**src/rtl/prg_pkg.sv**
```systemverilog
package prg_pkg;

  typedef enum logic [1:0] {
    PM_CODE  = 2'd0,
    PM_ENC   = 2'd1,
    PM_LOCK1 = 2'd2,
    PM_LOCK2 = 2'd3
  } prg_mode_e;

  typedef enum logic [2:0] {
    ST_IDLE  = 3'd0,
    ST_SETUP = 3'd1,
    ST_LEAD  = 3'd2,
    ST_LOW   = 3'd3,
    ST_GAP   = 3'd4,
    ST_TRAIL = 3'd5,
    ST_HOLD  = 3'd6
  } prg_state_e;

  localparam int CTL_W = 6;

endpackage

```
**src/rtl/prg_timer.sv**
```systemverilog
module prg_timer #(
  parameter int TW = 8
) (
  input  logic          clk,
  input  logic          rst_n,
  input  logic          load,
  input  logic [TW-1:0] load_val,
  output logic          expired
);

  logic [TW-1:0] cnt_q, cnt_d;

  always_comb begin
    cnt_d = cnt_q;
    if (load)              cnt_d = load_val;
    else if (cnt_q != '0)  cnt_d = cnt_q - 1'b1;
  end

  always_ff @(posedge clk or negedge rst_n) begin
    if (!rst_n) cnt_q <= '0;
    else        cnt_q <= cnt_d;
  end

  assign expired = (cnt_q == '0);

endmodule

```
**src/rtl/prg_mode_map.sv**
```systemverilog
module prg_mode_map
  import prg_pkg::*;
(
  input  prg_mode_e         mode,
  input  logic              active,
  output logic [CTL_W-1:0]  ctl
);

  // bit order: reset, store-enable, P2.7, P2.6, P3.7, P3.6
  always_comb begin
    ctl = '0;
    if (active) begin
      unique case (mode)
        PM_CODE:  ctl = 6'b101011;
        PM_ENC:   ctl = 6'b101010;
        PM_LOCK1: ctl = 6'b101111;
        PM_LOCK2: ctl = 6'b101100;
        default:  ctl = '0;
      endcase
    end
  end

endmodule

```
**src/rtl/prg_seq.sv**
```systemverilog
module prg_seq
  import prg_pkg::*;
#(
  parameter int TW          = 8,
  parameter int PULSE_COUNT = 25,
  parameter int S_CYC       = 12,
  parameter int L_CYC       = 10,
  parameter int P_CYC       = 100,
  parameter int G_CYC       = 10,
  parameter int H_CYC       = 12
) (
  input  logic          clk,
  input  logic          rst_n,
  input  logic          go,
  input  logic          tmr_expired,
  output logic          tmr_load,
  output logic [TW-1:0] tmr_val,
  output prg_state_e    state,
  output logic          done
);

  localparam int IW = $clog2(PULSE_COUNT + 1);

  prg_state_e    st_q, st_d;
  logic [IW-1:0] idx_q, idx_d;
  logic          done_q, done_d;

  always_comb begin
    st_d     = st_q;
    idx_d    = idx_q;
    done_d   = 1'b0;
    tmr_load = 1'b0;
    tmr_val  = '0;
    unique case (st_q)
      ST_IDLE: if (go) begin
        st_d = ST_SETUP; idx_d = '0; tmr_load = 1'b1; tmr_val = TW'(S_CYC - 1);
      end
      ST_SETUP: if (tmr_expired) begin
        st_d = ST_LEAD; tmr_load = 1'b1; tmr_val = TW'(L_CYC - 1);
      end
      ST_LEAD: if (tmr_expired) begin
        st_d = ST_LOW; tmr_load = 1'b1; tmr_val = TW'(P_CYC - 1);
      end
      ST_LOW: if (tmr_expired) begin
        idx_d    = idx_q + 1'b1;
        tmr_load = 1'b1;
        if (idx_q == IW'(PULSE_COUNT - 1)) begin
          st_d = ST_TRAIL; tmr_val = TW'(L_CYC - 1);
        end else begin
          st_d = ST_GAP;   tmr_val = TW'(G_CYC - 1);
        end
      end
      ST_GAP: if (tmr_expired) begin
        st_d = ST_LOW; tmr_load = 1'b1; tmr_val = TW'(P_CYC - 1);
      end
      ST_TRAIL: if (tmr_expired) begin
        st_d = ST_HOLD; tmr_load = 1'b1; tmr_val = TW'(H_CYC - 1);
      end
      ST_HOLD: if (tmr_expired) begin
        st_d = ST_IDLE; done_d = 1'b1;
      end
      default: st_d = ST_IDLE;
    endcase
  end

  always_ff @(posedge clk or negedge rst_n) begin
    if (!rst_n) begin
      st_q   <= ST_IDLE;
      idx_q  <= '0;
      done_q <= 1'b0;
    end else begin
      st_q   <= st_d;
      idx_q  <= idx_d;
      done_q <= done_d;
    end
  end

  assign state = st_q;
  assign done  = done_q;

  // checker counters, independent of the timer
  logic [TW-1:0] lo_run, gap_run;
  logic [IW-1:0] seen;
  logic          was_low;

  always_ff @(posedge clk or negedge rst_n) begin
    if (!rst_n) begin
      lo_run  <= '0;
      gap_run <= '0;
      seen    <= '0;
      was_low <= 1'b0;
    end else begin
      lo_run  <= (st_q == ST_LOW) ? lo_run + 1'b1 : '0;
      gap_run <= (st_q == ST_GAP) ? gap_run + 1'b1 : '0;
      was_low <= (st_q == ST_LOW);
      if (st_q == ST_IDLE)                seen <= '0;
      else if (st_q == ST_LOW && !was_low) seen <= seen + 1'b1;
    end
  end

  assert_low_len_R3: assert property (@(posedge clk) disable iff (!rst_n)
    (st_q == ST_LOW && tmr_expired) |-> lo_run == TW'(P_CYC - 1));

  assert_gap_len_R4: assert property (@(posedge clk) disable iff (!rst_n)
    (st_q == ST_GAP && tmr_expired) |-> gap_run == TW'(G_CYC - 1));

  assert_pulse_count_R2: assert property (@(posedge clk) disable iff (!rst_n)
    (st_q == ST_TRAIL && was_low) |-> seen == IW'(PULSE_COUNT));

endmodule

```
**src/rtl/prg_pulse_gen.sv**
```systemverilog
module prg_pulse_gen
  import prg_pkg::*;
#(
  parameter int ADDR_W      = 16,
  parameter int DATA_W      = 8,
  parameter int CLK_FREQ_HZ = 100_000_000,
  parameter int OSC_FREQ_HZ = 4_000_000,
  parameter int PULSE_COUNT = 25,
  parameter int LOW_US      = 100,
  parameter int GAP_US      = 10,
  parameter int VPP_US      = 10,
  parameter int SETUP_OSC   = 48,
  parameter int ENC_LAST    = 31
) (
  input  logic              clk,
  input  logic              rst_n,
  input  logic              start_i,
  input  logic [1:0]        mode_i,
  input  logic [ADDR_W-1:0] addr_i,
  input  logic [DATA_W-1:0] data_i,
  output logic [ADDR_W-1:0] addr_o,
  output logic [DATA_W-1:0] data_o,
  output logic [5:0]        ctl_o,
  output logic              vpp_en_o,
  output logic              prog_n_o,
  output logic              busy_o,
  output logic              done_o
);

  localparam int CYC_PER_US = CLK_FREQ_HZ / 1_000_000;
  localparam longint OSC_PROD = longint'(SETUP_OSC) * longint'(CLK_FREQ_HZ);
  localparam int WIN_CYC  = int'((OSC_PROD + longint'(OSC_FREQ_HZ) - 1) / longint'(OSC_FREQ_HZ));
  localparam int S_CYC    = (WIN_CYC < 1) ? 1 : WIN_CYC;
  localparam int P_CYC    = LOW_US * CYC_PER_US;
  localparam int G_CYC    = GAP_US * CYC_PER_US;
  localparam int L_CYC    = VPP_US * CYC_PER_US;
  localparam int H_CYC    = S_CYC;
  localparam int MAX_A    = (P_CYC > G_CYC) ? P_CYC : G_CYC;
  localparam int MAX_B    = (L_CYC > S_CYC) ? L_CYC : S_CYC;
  localparam int MAX_CYC  = (MAX_A > MAX_B) ? MAX_A : MAX_B;
  localparam int TW       = $clog2(MAX_CYC + 1);

  // reset: asserted asynchronously, released on the clock
  logic [1:0] rst_sync;
  always_ff @(posedge clk or negedge rst_n) begin
    if (!rst_n) rst_sync <= 2'b00;
    else        rst_sync <= {rst_sync[0], 1'b1};
  end
  logic rst_n_s;
  assign rst_n_s = rst_sync[1];

  prg_state_e    state;
  logic          tmr_load, tmr_expired, seq_done;
  logic [TW-1:0] tmr_val;
  logic          idle, enc_bad, accept;

  assign idle    = (state == ST_IDLE);
  assign enc_bad = (prg_mode_e'(mode_i) == PM_ENC) && (addr_i > ADDR_W'(ENC_LAST));
  assign accept  = start_i && idle && !enc_bad;

  // command capture, enabled only on acceptance
  logic [ADDR_W-1:0] addr_q, addr_d;
  logic [DATA_W-1:0] data_q, data_d;
  prg_mode_e         mode_q, mode_d;

  always_comb begin
    addr_d = addr_q;
    data_d = data_q;
    mode_d = mode_q;
    if (accept) begin
      addr_d = addr_i;
      data_d = data_i;
      mode_d = prg_mode_e'(mode_i);
    end
  end

  always_ff @(posedge clk or negedge rst_n_s) begin
    if (!rst_n_s) begin
      addr_q <= '0;
      data_q <= '0;
      mode_q <= PM_CODE;
    end else begin
      addr_q <= addr_d;
      data_q <= data_d;
      mode_q <= mode_d;
    end
  end

  prg_timer #(.TW(TW)) u_timer (
    .clk      (clk),
    .rst_n    (rst_n_s),
    .load     (tmr_load),
    .load_val (tmr_val),
    .expired  (tmr_expired)
  );

  prg_seq #(
    .TW(TW), .PULSE_COUNT(PULSE_COUNT), .S_CYC(S_CYC), .L_CYC(L_CYC),
    .P_CYC(P_CYC), .G_CYC(G_CYC), .H_CYC(H_CYC)
  ) u_seq (
    .clk         (clk),
    .rst_n       (rst_n_s),
    .go          (accept),
    .tmr_expired (tmr_expired),
    .tmr_load    (tmr_load),
    .tmr_val     (tmr_val),
    .state       (state),
    .done        (seq_done)
  );

  prg_mode_map u_map (
    .mode   (mode_q),
    .active (!idle),
    .ctl    (ctl_o)
  );

  assign addr_o   = addr_q;
  assign data_o   = data_q;
  assign busy_o   = !idle;
  assign prog_n_o = (state != ST_LOW);
  assign vpp_en_o = (state == ST_LEAD) || (state == ST_LOW) ||
                    (state == ST_GAP)  || (state == ST_TRAIL);
  assign done_o   = seq_done;

  assert_prog_needs_vpp_R6: assert property (@(posedge clk) disable iff (!rst_n_s)
    !prog_n_o |-> vpp_en_o);

  assert_done_single_R8: assert property (@(posedge clk) disable iff (!rst_n_s)
    done_o |=> !done_o);

  assert_done_after_busy_R8: assert property (@(posedge clk) disable iff (!rst_n_s)
    done_o |-> !busy_o && $past(busy_o));

  assert_bus_hold_R5: assert property (@(posedge clk) disable iff (!rst_n_s)
    (busy_o && $past(busy_o)) |-> ($stable(addr_o) && $stable(data_o)));

  assert_ctl_idle_R7: assert property (@(posedge clk) disable iff (!rst_n_s)
    !busy_o |-> ctl_o == '0);

  assert_enc_range_R10: assert property (@(posedge clk) disable iff (!rst_n_s)
    (busy_o && mode_q == PM_ENC) |-> addr_q <= ADDR_W'(ENC_LAST));

endmodule

```
**config.mk**
```make
export PLATFORM = sky130hd
export DESIGN_NAME = prg_pulse_gen
export DESIGN_NICKNAME = d
export VERILOG_FILES = /design/src/rtl/prg_pkg.sv /design/src/rtl/prg_timer.sv /design/src/rtl/prg_mode_map.sv /design/src/rtl/prg_seq.sv /design/src/rtl/prg_pulse_gen.sv
export SDC_FILE = /design/constraint.sdc
export NUM_CORES = 1
export LEC_CHECK = 0
export ABC_AREA = 1
export BUFFER_PORTS_ARGS = -buffer_cell sky130_fd_sc_hd__buf_2
export CAP_MARGIN = 30
export CORE_UTILIZATION = 54
export DETAILED_ROUTE_END_ITERATION = 16
export GPL_TIMING_DRIVEN = 0
export MAX_ROUTING_LAYER = met4
export PLACE_DENSITY = 0.92
export SYNTH_ARGS = -nofsm -noshare
export SYNTH_HDL_FRONTEND = slang
export SYNTH_SLANG_ARGS = --single-unit
```
**constraint.sdc**
```tcl
create_clock -name clk -period 1.8 [get_ports clk]
set_clock_uncertainty 0.1 [all_clocks]
set_input_delay 0.36 -clock clk [delete_from_list [all_inputs] [get_ports clk]]
set_output_delay 0.36 -clock clk [all_outputs]
set_load 0.02 [all_outputs]
```
==> run_results.csv, run 1 <==
group,metric,value,unit
detailed_routing,routedWlPerCell,16.5,µm
detailed_routing,num_vias,2847,
cells_and_area,fillers,256,
floorplan,die_area,0.00546,mm²
synth,synth_edf_count,0,
timing,fin_ws,-65.0,ps
synth,synth_area_leaders,"dfrtp_1 46%, nand2_1 17%, nor2_1 3.9%",
placed_design,portBuffers,61,
synth,avgSynthCellArea,8.01,µm²
floorplan,die_h,73.9,µm
synth,synth-warning-count,0,
outcome,status,"finished with violations",
setup_path,path_class,"register to output port",
placed_design,place.gp.congestion,0.947,
synth,synth_commonest_cells,"123 x nand2_1, 51 x dfrtp_1, 29 x nor2_1",
cells_and_area,drive_above_1_share,0.364,
clocking,cts_tree,"built",
hold_path,hp-class,"register to asynchronous set/reset pin",
clocking,clockRootBuffer,"clkbuf_8",
synth,ys_ff_latch,51,
pwr,cellPowerDensity,1790,mW/mm²
timing,max_freq,536,MHz
setup_path,start_kind,"register",
synth,syn_nets,380,
cells_and_area,diodes,0,
synth,ys.flop_type,"dfrtp_1",
detailed_routing,drtIter0Drc,262,
timing,rsz0062_at_grt,"yes",
setup_path,crit_start,"u_seq.state[2]",
setup_path,path_max_fanout,6,
clocking,h-tree-depth,2,
global_routing,grt_use_met1,0.343,
pwr,total_power,6.60,mW
detailed_routing,route.detailed.drc,0,
cells_and_area,finalNetCount,473,
global_routing,overflow,0,
setup_path,critPathMaxStageDelay,480,ps
setup_path,worst-r2r-cell-count,10,
global_routing,grt_pass1_vias,2728,
setup_path,required,1340,ps
timing,hold_viol_final,0,
synth,synth-async-reset-ratio,1.00,
floorplan,io_pins,63,
floorplan,initial_core_util,0.575,
setup_path,critPathTopFamily,"flip-flops",
outcome,violations,"setup timing",
timing,fin_crit_sh,1.04,
global_routing,grtUsageTotal,0.299,
timing,setup_violations,4,
setup_path,critPathBufInv,3,
setup_path,crit_chain,"inv_4, nand3_1, nand2_2, inv_1, nand3_2, buf_6",
setup_path,r2r_start,"u_timer.cnt_q[1]",
clocking,cts_sinks,51,
floorplan,num_rows,25,
synth,ys_types,33,
pwr,p_leak,1.98,nW
setup_path,cp.arrival,1410,ps
clocking,cts_made_buffers,5,
global_routing,grt_use_met2,0.504,
timing,tns,-120,ps
clocking,clock_latency,320,ps
floorplan,die_w,73.9,µm
global_routing,grt_pass1_wl,11.9,mm
detailed_routing,final_antenna_net_count,0,
synth,synth_top_area_share,0.458,
setup_path,end_kind,"output port",
global_routing,antenna_found_initial,0,
global_routing,gr-max-usage-layer,"met2",
clocking,clockBufferDepth,2,
cells_and_area,final_util,0.762,
detailed_routing,vias_per_cell,5.59,
synth,ys_seq_area_frac,0.458,
placed_design,place_ws,-129,ps
pwr,peakVddDrop,0.00132,V
synth,synth_cells,348,
setup_path,cp_num_cells,6,
clocking,clk_pin_slew_worst_paths,110,ps
detailed_routing,drt_pass1_iterations,5,
run,drv_cap,0,
synth,yosysMostFrequentCell,"nand2_1",
floorplan,coreArea,0.00485,mm²
global_routing,grt_max_degree,36,
synth,yosys.area.top_type,"dfrtp_1",
cells_and_area,syn_to_final_growth,32.4,%
setup_path,worst_path_max_delay_cell,"dfrtp_2",
placed_design,hpwl,4.74,mm
timing,layout_min_cycle_time,1870,ps
synth,synth_area,0.00279,mm²
detailed_routing,wl,8.39,mm
global_routing,met3_usage,0.0631,
setup_path,rrSetupSlack,20,ps
setup_path,rr_endpoint,"u_timer.cnt_q[8]",
timing,final-max-slew-violation-count,0,
==> registers in the layout, summed over array words and instances (netlist names) <==
| name | count |
|---|---|
| addr_o | 16 |
| u_timer.cnt_q | 14 |
| data_o | 8 |
| u_seq.idx_q | 5 |
| u_seq.state | 3 |
| mode_q | 2 |
| rst_sync | 2 |
| u_seq.done | 1 |
==> metrics by stage <==
stage          instance area (µm²)  instances  hold WS [ps]
2_1_floorplan                 2790        348         -35.6
3_3_place_gp                  3180        476          45.9
3_5_place_dp                  3200        477          45.3
4_1_cts                       3460        495           100
5_1_grt                       3690        509           132
6_report                      3690        509           101
==> report_power, final <==
part	internal (mW)	leakage (nW)	switching [mW]
Sequential	1.60	0.638	0.437
Clock	0.458	0.0618	0.407
Combinational	1.45	1.28	2.24
Total	3.51	1.98	3.09
==> kinds of logic after synthesis <==
group	count (synthesis)	synth area share
flip-flops	51	0.458
buffers and inverters	47	0.0767
XOR/XNOR	8	0.0251
other	2	0.00269
AO/OA/AOI/OAI	25	0.0543
adder cells (fa/ha/maj)	3	0.0135
AND/OR/NAND/NOR	212	0.370
==> cell usage in the layout (no fill, tap or decap), types with 2 or more instances in the layout <==
| cell | instances |
|---|---|
| a21oi_1 | 6 |
| xor2_1 | 5 |
| nand3_2 | 2 |
| dfrtp_2 | 4 |
| nor2_2 | 7 |
| conb_1 | 2 |
| buf_6 | 11 |
| dfrtp_1 | 47 |
| nor2_4 | 7 |
| inv_4 | 3 |
| nand2_8 | 2 |
| inv_1 | 22 |
| buf_4 | 23 |
| nor2_8 | 2 |
| buf_2 | 59 |
| o21ai_0 | 2 |
| o21ai_1 | 8 |
| o211ai_1 | 3 |
| nand2_2 | 5 |
| nand3_1 | 17 |
| nand4_1 | 11 |
| nand3b_1 | 2 |
| nand2_1 | 121 |
| a21oi_2 | 4 |
| inv_2 | 9 |
| nand3_4 | 2 |
| clkbuf_8 | 6 |
| ha_1 | 2 |
| xnor2_1 | 3 |
| nor2_1 | 24 |
| buf_12 | 2 |
| nand2_4 | 7 |
==> metal layers <==
layer  vias to the layer above  wire length [µm]
li1                       1276                 -
met1                      1301              3020
met2                       214              4150
met3                        56               761
met4                         0               458
met5                         -                 0
==> worst reg2reg max path: stages (launching register included) <==
cell and delay (ps):
dfrtp_1 430, inv_2 90, ha_4 170, nand2_4 80, nor2_4 190, nand3_4 150
buf_4 190, nor2_8 150, inv_2 50, nand2_1 60, inv_1 30
==> repair_timing <==
action	4_1_cts	5_1_grt
pin swaps	5	10
cloned	0	1
hold endpoints to repair	2	0
setup endpoints to repair	30	23
hold buffers	1	0
buffers inserted	10	13
resized for setup	21	27
==> area by class of cell <==
type | count | area, µm² | area share
multi-input cells | 250 | 1390 | 0.375
flip-flops and latches | 51 | 1280 | 0.347
repair buffers | 87 | 593 | 0.161
inverters | 35 | 139 | 0.0376
plain buffers | 11 | 88.8 | 0.0241
well taps | 67 | 83.8 | 0.0227
clock buffers | 6 | 82.6 | 0.0224
clock inverters | 2 | 38.8 | 0.0105
==> worst max path at each step <==
stage	to	slack (ps)
finish	vpp_en_o	-70
floorplan	u_timer.cnt_q[11]	110
global route	vpp_en_o	-150
global placement	data_o[3]	-350
detailed placement	u_timer.cnt_q[11]	-130
CTS	vpp_en_o	-1
Power figures use the tool's default switching activity.
==> run 2: changes to the inputs <==
ABC_AREA = unset   (was 1)
CORE_UTILIZATION = 52   (was 54)
PLACE_DENSITY = 0.91   (was 0.92)
SETUP_SLACK_MARGIN = 0.4   (was unset)
==> run_results.csv, run 2 <==
group,metric,value,unit
outcome,status,"finished with violations",
outcome,violations,"setup timing",
timing,tns,-15130,ps
cells_and_area,fillers,126,
timing,rsz0062_at_grt,"yes",
synth,ys_types,45,
detailed_routing,final_antenna_net_count,0,
cells_and_area,multiInputGateArea,0.00147,mm²
detailed_routing,drtIter0Drc,337,
clocking,cts_made_buffers,5,
detailed_routing,num_vias,2665,
setup_path,rr_endpoint,"u_seq.state[0]",
cells_and_area,finalNetCount,374,
cells_and_area,layout_commonest_cell,"buf_2",
detailed_routing,wl_met3,1.04,mm
clocking,clk_pin_slew_worst_paths,110,ps
cells_and_area,largest_reg_flops,16,
floorplan,die_w,69.9,µm
detailed_routing,route.detailed.drc,0,
setup_path,rrSetupSlack,-580,ps
floorplan,die_h,69.9,µm
synth,ys.flop_type,"dfrtp_1",
synth,synth_cells,213,
floorplan,coreArea,0.00438,mm²
pwr,cellPowerDensity,1280,mW/mm²
global_routing,antenna_found_initial,1,
synth,synth_edf_count,0,
timing,fin_crit_sh,1.32,
clocking,clockBufferDepth,2,
floorplan,num_rows,24,
global_routing,grtUsageTotal,0.422,
timing,layout_min_cycle_time,2380,ps
setup_path,worst-r2r-cell-count,10,
detailed_routing,wl_met2,5.64,mm
global_routing,grt_max_degree,29,
placed_design,portBuffers,61,
synth,syn_nets,245,
detailed_routing,routedWlPerCell,28.9,µm
setup_path,path_max_fanout,5,
detailed_routing,drt_pass1_iterations,5,
synth,synth_commonest_cells,"51 x dfrtp_1, 25 x mux2_2, 15 x nor2_1",
setup_path,end_kind,"register",
setup_path,path_class,"register to register",
clocking,clockRootBuffer,"clkbuf_8",
detailed_routing,highest_layer,"met4",
run,drv_cap,0,
pwr,p_leak,1.91,nW
setup_path,start_kind,"register",
timing,final-max-slew-violation-count,0,
detailed_routing,vias_per_cell,6.73,
cells_and_area,drive_above_1_share,0.656,
synth,ys_ff_latch,51,
synth,ys_seq_area_frac,0.532,
timing,max_freq,420,MHz
pwr,peakVddDrop,0.000931,V
timing,fin_ws,-581,ps
timing,hold_viol_final,0,
synth,synth_area,0.00240,mm²
detailed_routing,wl,11.5,mm
timing,whs,152,ps
synth,yosys.area.top_type,"dfrtp_1",
placed_design,hpwl,4.51,mm
global_routing,overflow,0,
synth,avgSynthCellArea,11.3,µm²
placed_design,place.gp.congestion,0.836,
setup_path,required,1910,ps
global_routing,grt_pass1_vias,2711,
clocking,cts_sinks,51,
hold_path,whs_path_depth,2,
synth,synth-warning-count,0,
clocking,clock_latency,330,ps
clocking,cts_tree,"built",
hold_path,hp-class,"input port to register",
cells_and_area,ff_latch_area,0.00128,mm²
synth,synth_top_area_share,0.532,
floorplan,die_area,0.00489,mm²
synth,yosysMostFrequentCell,"dfrtp_1",
clocking,h-tree-depth,2,
setup_path,r2r_start,"u_timer.cnt_q[0]",
detailed_routing,met1_length,3.49,mm
cells_and_area,syn_to_final_growth,72.5,%
global_routing,grt_pass1_wl,14.8,mm
synth,synth-async-reset-ratio,1.00,
floorplan,io_pins,63,
timing,setup_violations,57,
floorplan,initial_core_util,0.547,
synth,synth_area_leaders,"dfrtp_1 53%, mux2_2 12%, xor2_1 2.6%",
hold_path,worstHoldStart,"addr_i[4]",
timing,slew_headroom,0.631,
setup_path,cp.arrival,2490,ps
hold_path,min_to,"addr_o[4]",
timing,worstMarginPinSlew,553,ps
cells_and_area,mostFrequentLayoutCells,"52 x buf_2, 49 x dfrtp_1, 35 x buf_4, 31 x buf_6, 25 x mux2_4",
cells_and_area,final_util,0.944,
## run 2: worst max-delay path by stage
| stage | to | from | cells after the start |
|---|---|---|---|
| final | u_seq.state[0] | u_timer.cnt_q[0] | 10 |
| after global routing | u_seq.state[0] | u_timer.cnt_q[0] | 10 |
| after floorplan | u_timer.cnt_q[12] | u_timer.cnt_q[1] | 7 |
| after CTS | u_timer.cnt_q[12] | u_timer.cnt_q[1] | 7 |
| after global placement | u_timer.cnt_q[10] | u_timer.cnt_q[0] | 7 |
| after detailed placement | u_timer.cnt_q[10] | u_timer.cnt_q[1] | 7 |
## run 2: cells by family after synthesis
group	synth area share
other	0.00313
muxes	0.117
and+or+nand+nor	0.163
xor gates and xnor gates	0.0438
AOI/OAI and AO/OA	0.0850
adders and majority gates	0.0157
buffers and inverters	0.0402
DFF	0.532
## run 2: final cells by class
| cell class | instances | area share |
|---|---|---|
| Antenna cell | 1 | 0.000605 |
| Clock inverter | 3 | 0.0112 |
| Buffer | 12 | 0.0408 |
| Multi-Input combinational cell | 141 | 0.356 |
| Clock buffer | 5 | 0.0166 |
| Timing Repair Buffer | 122 | 0.240 |
| Sequential cell | 51 | 0.309 |
| Inverter | 9 | 0.00998 |
| Tap cell | 52 | 0.0157 |
## run 2: through the flow
step	power (mW)	cell area (µm²)	setup WS, ps	cells
after floorplan	3.14	2710	-202	213
after global placement	3.60	3080	-441	326
after detailed placement	3.73	3100	-453	327
after CTS	4.82	3870	-242	381
after global routing	5.44	4140	-688	396
final	5.31	4140	-581	396
## run 2: report_power, final
group	total [mW]	internal, mW	switching, mW
registers	2.01	1.55	0.462
clock network	0.854	0.420	0.435
logic	2.44	1.19	1.25
## run 2: what timing repair did
| item | 4_1_cts | 5_1_grt |
|---|---|---|
| endpoints found under the setup margin | 57 | 58 |
| buffers inserted | 41 | 14 |
| resized for setup | 61 | 36 |
| hold buffers | 1 | 0 |
| endpoints found under the hold margin | 2 | 0 |
| cloned | 4 | 0 |
| pin swaps | 20 | 21 |
## run 2: critical path, stage by stage, from the launching register on
cell       delay, ps
dfrtp_1          420
inv_2            100
ha_4             150
nor4b_4          260
buf_4            190
nand4b_1         150
buf_6            200
clkbuf_16        150
nand3b_1         140
o2111ai_2        130
a211oi_2         280
## run 2: layer usage
layer	global-route usage	vias up
met1	0.416	1267
met2	0.718	269
met3	0.0996	116
met5	-	-
met4	0.313	0
li1	-	1013
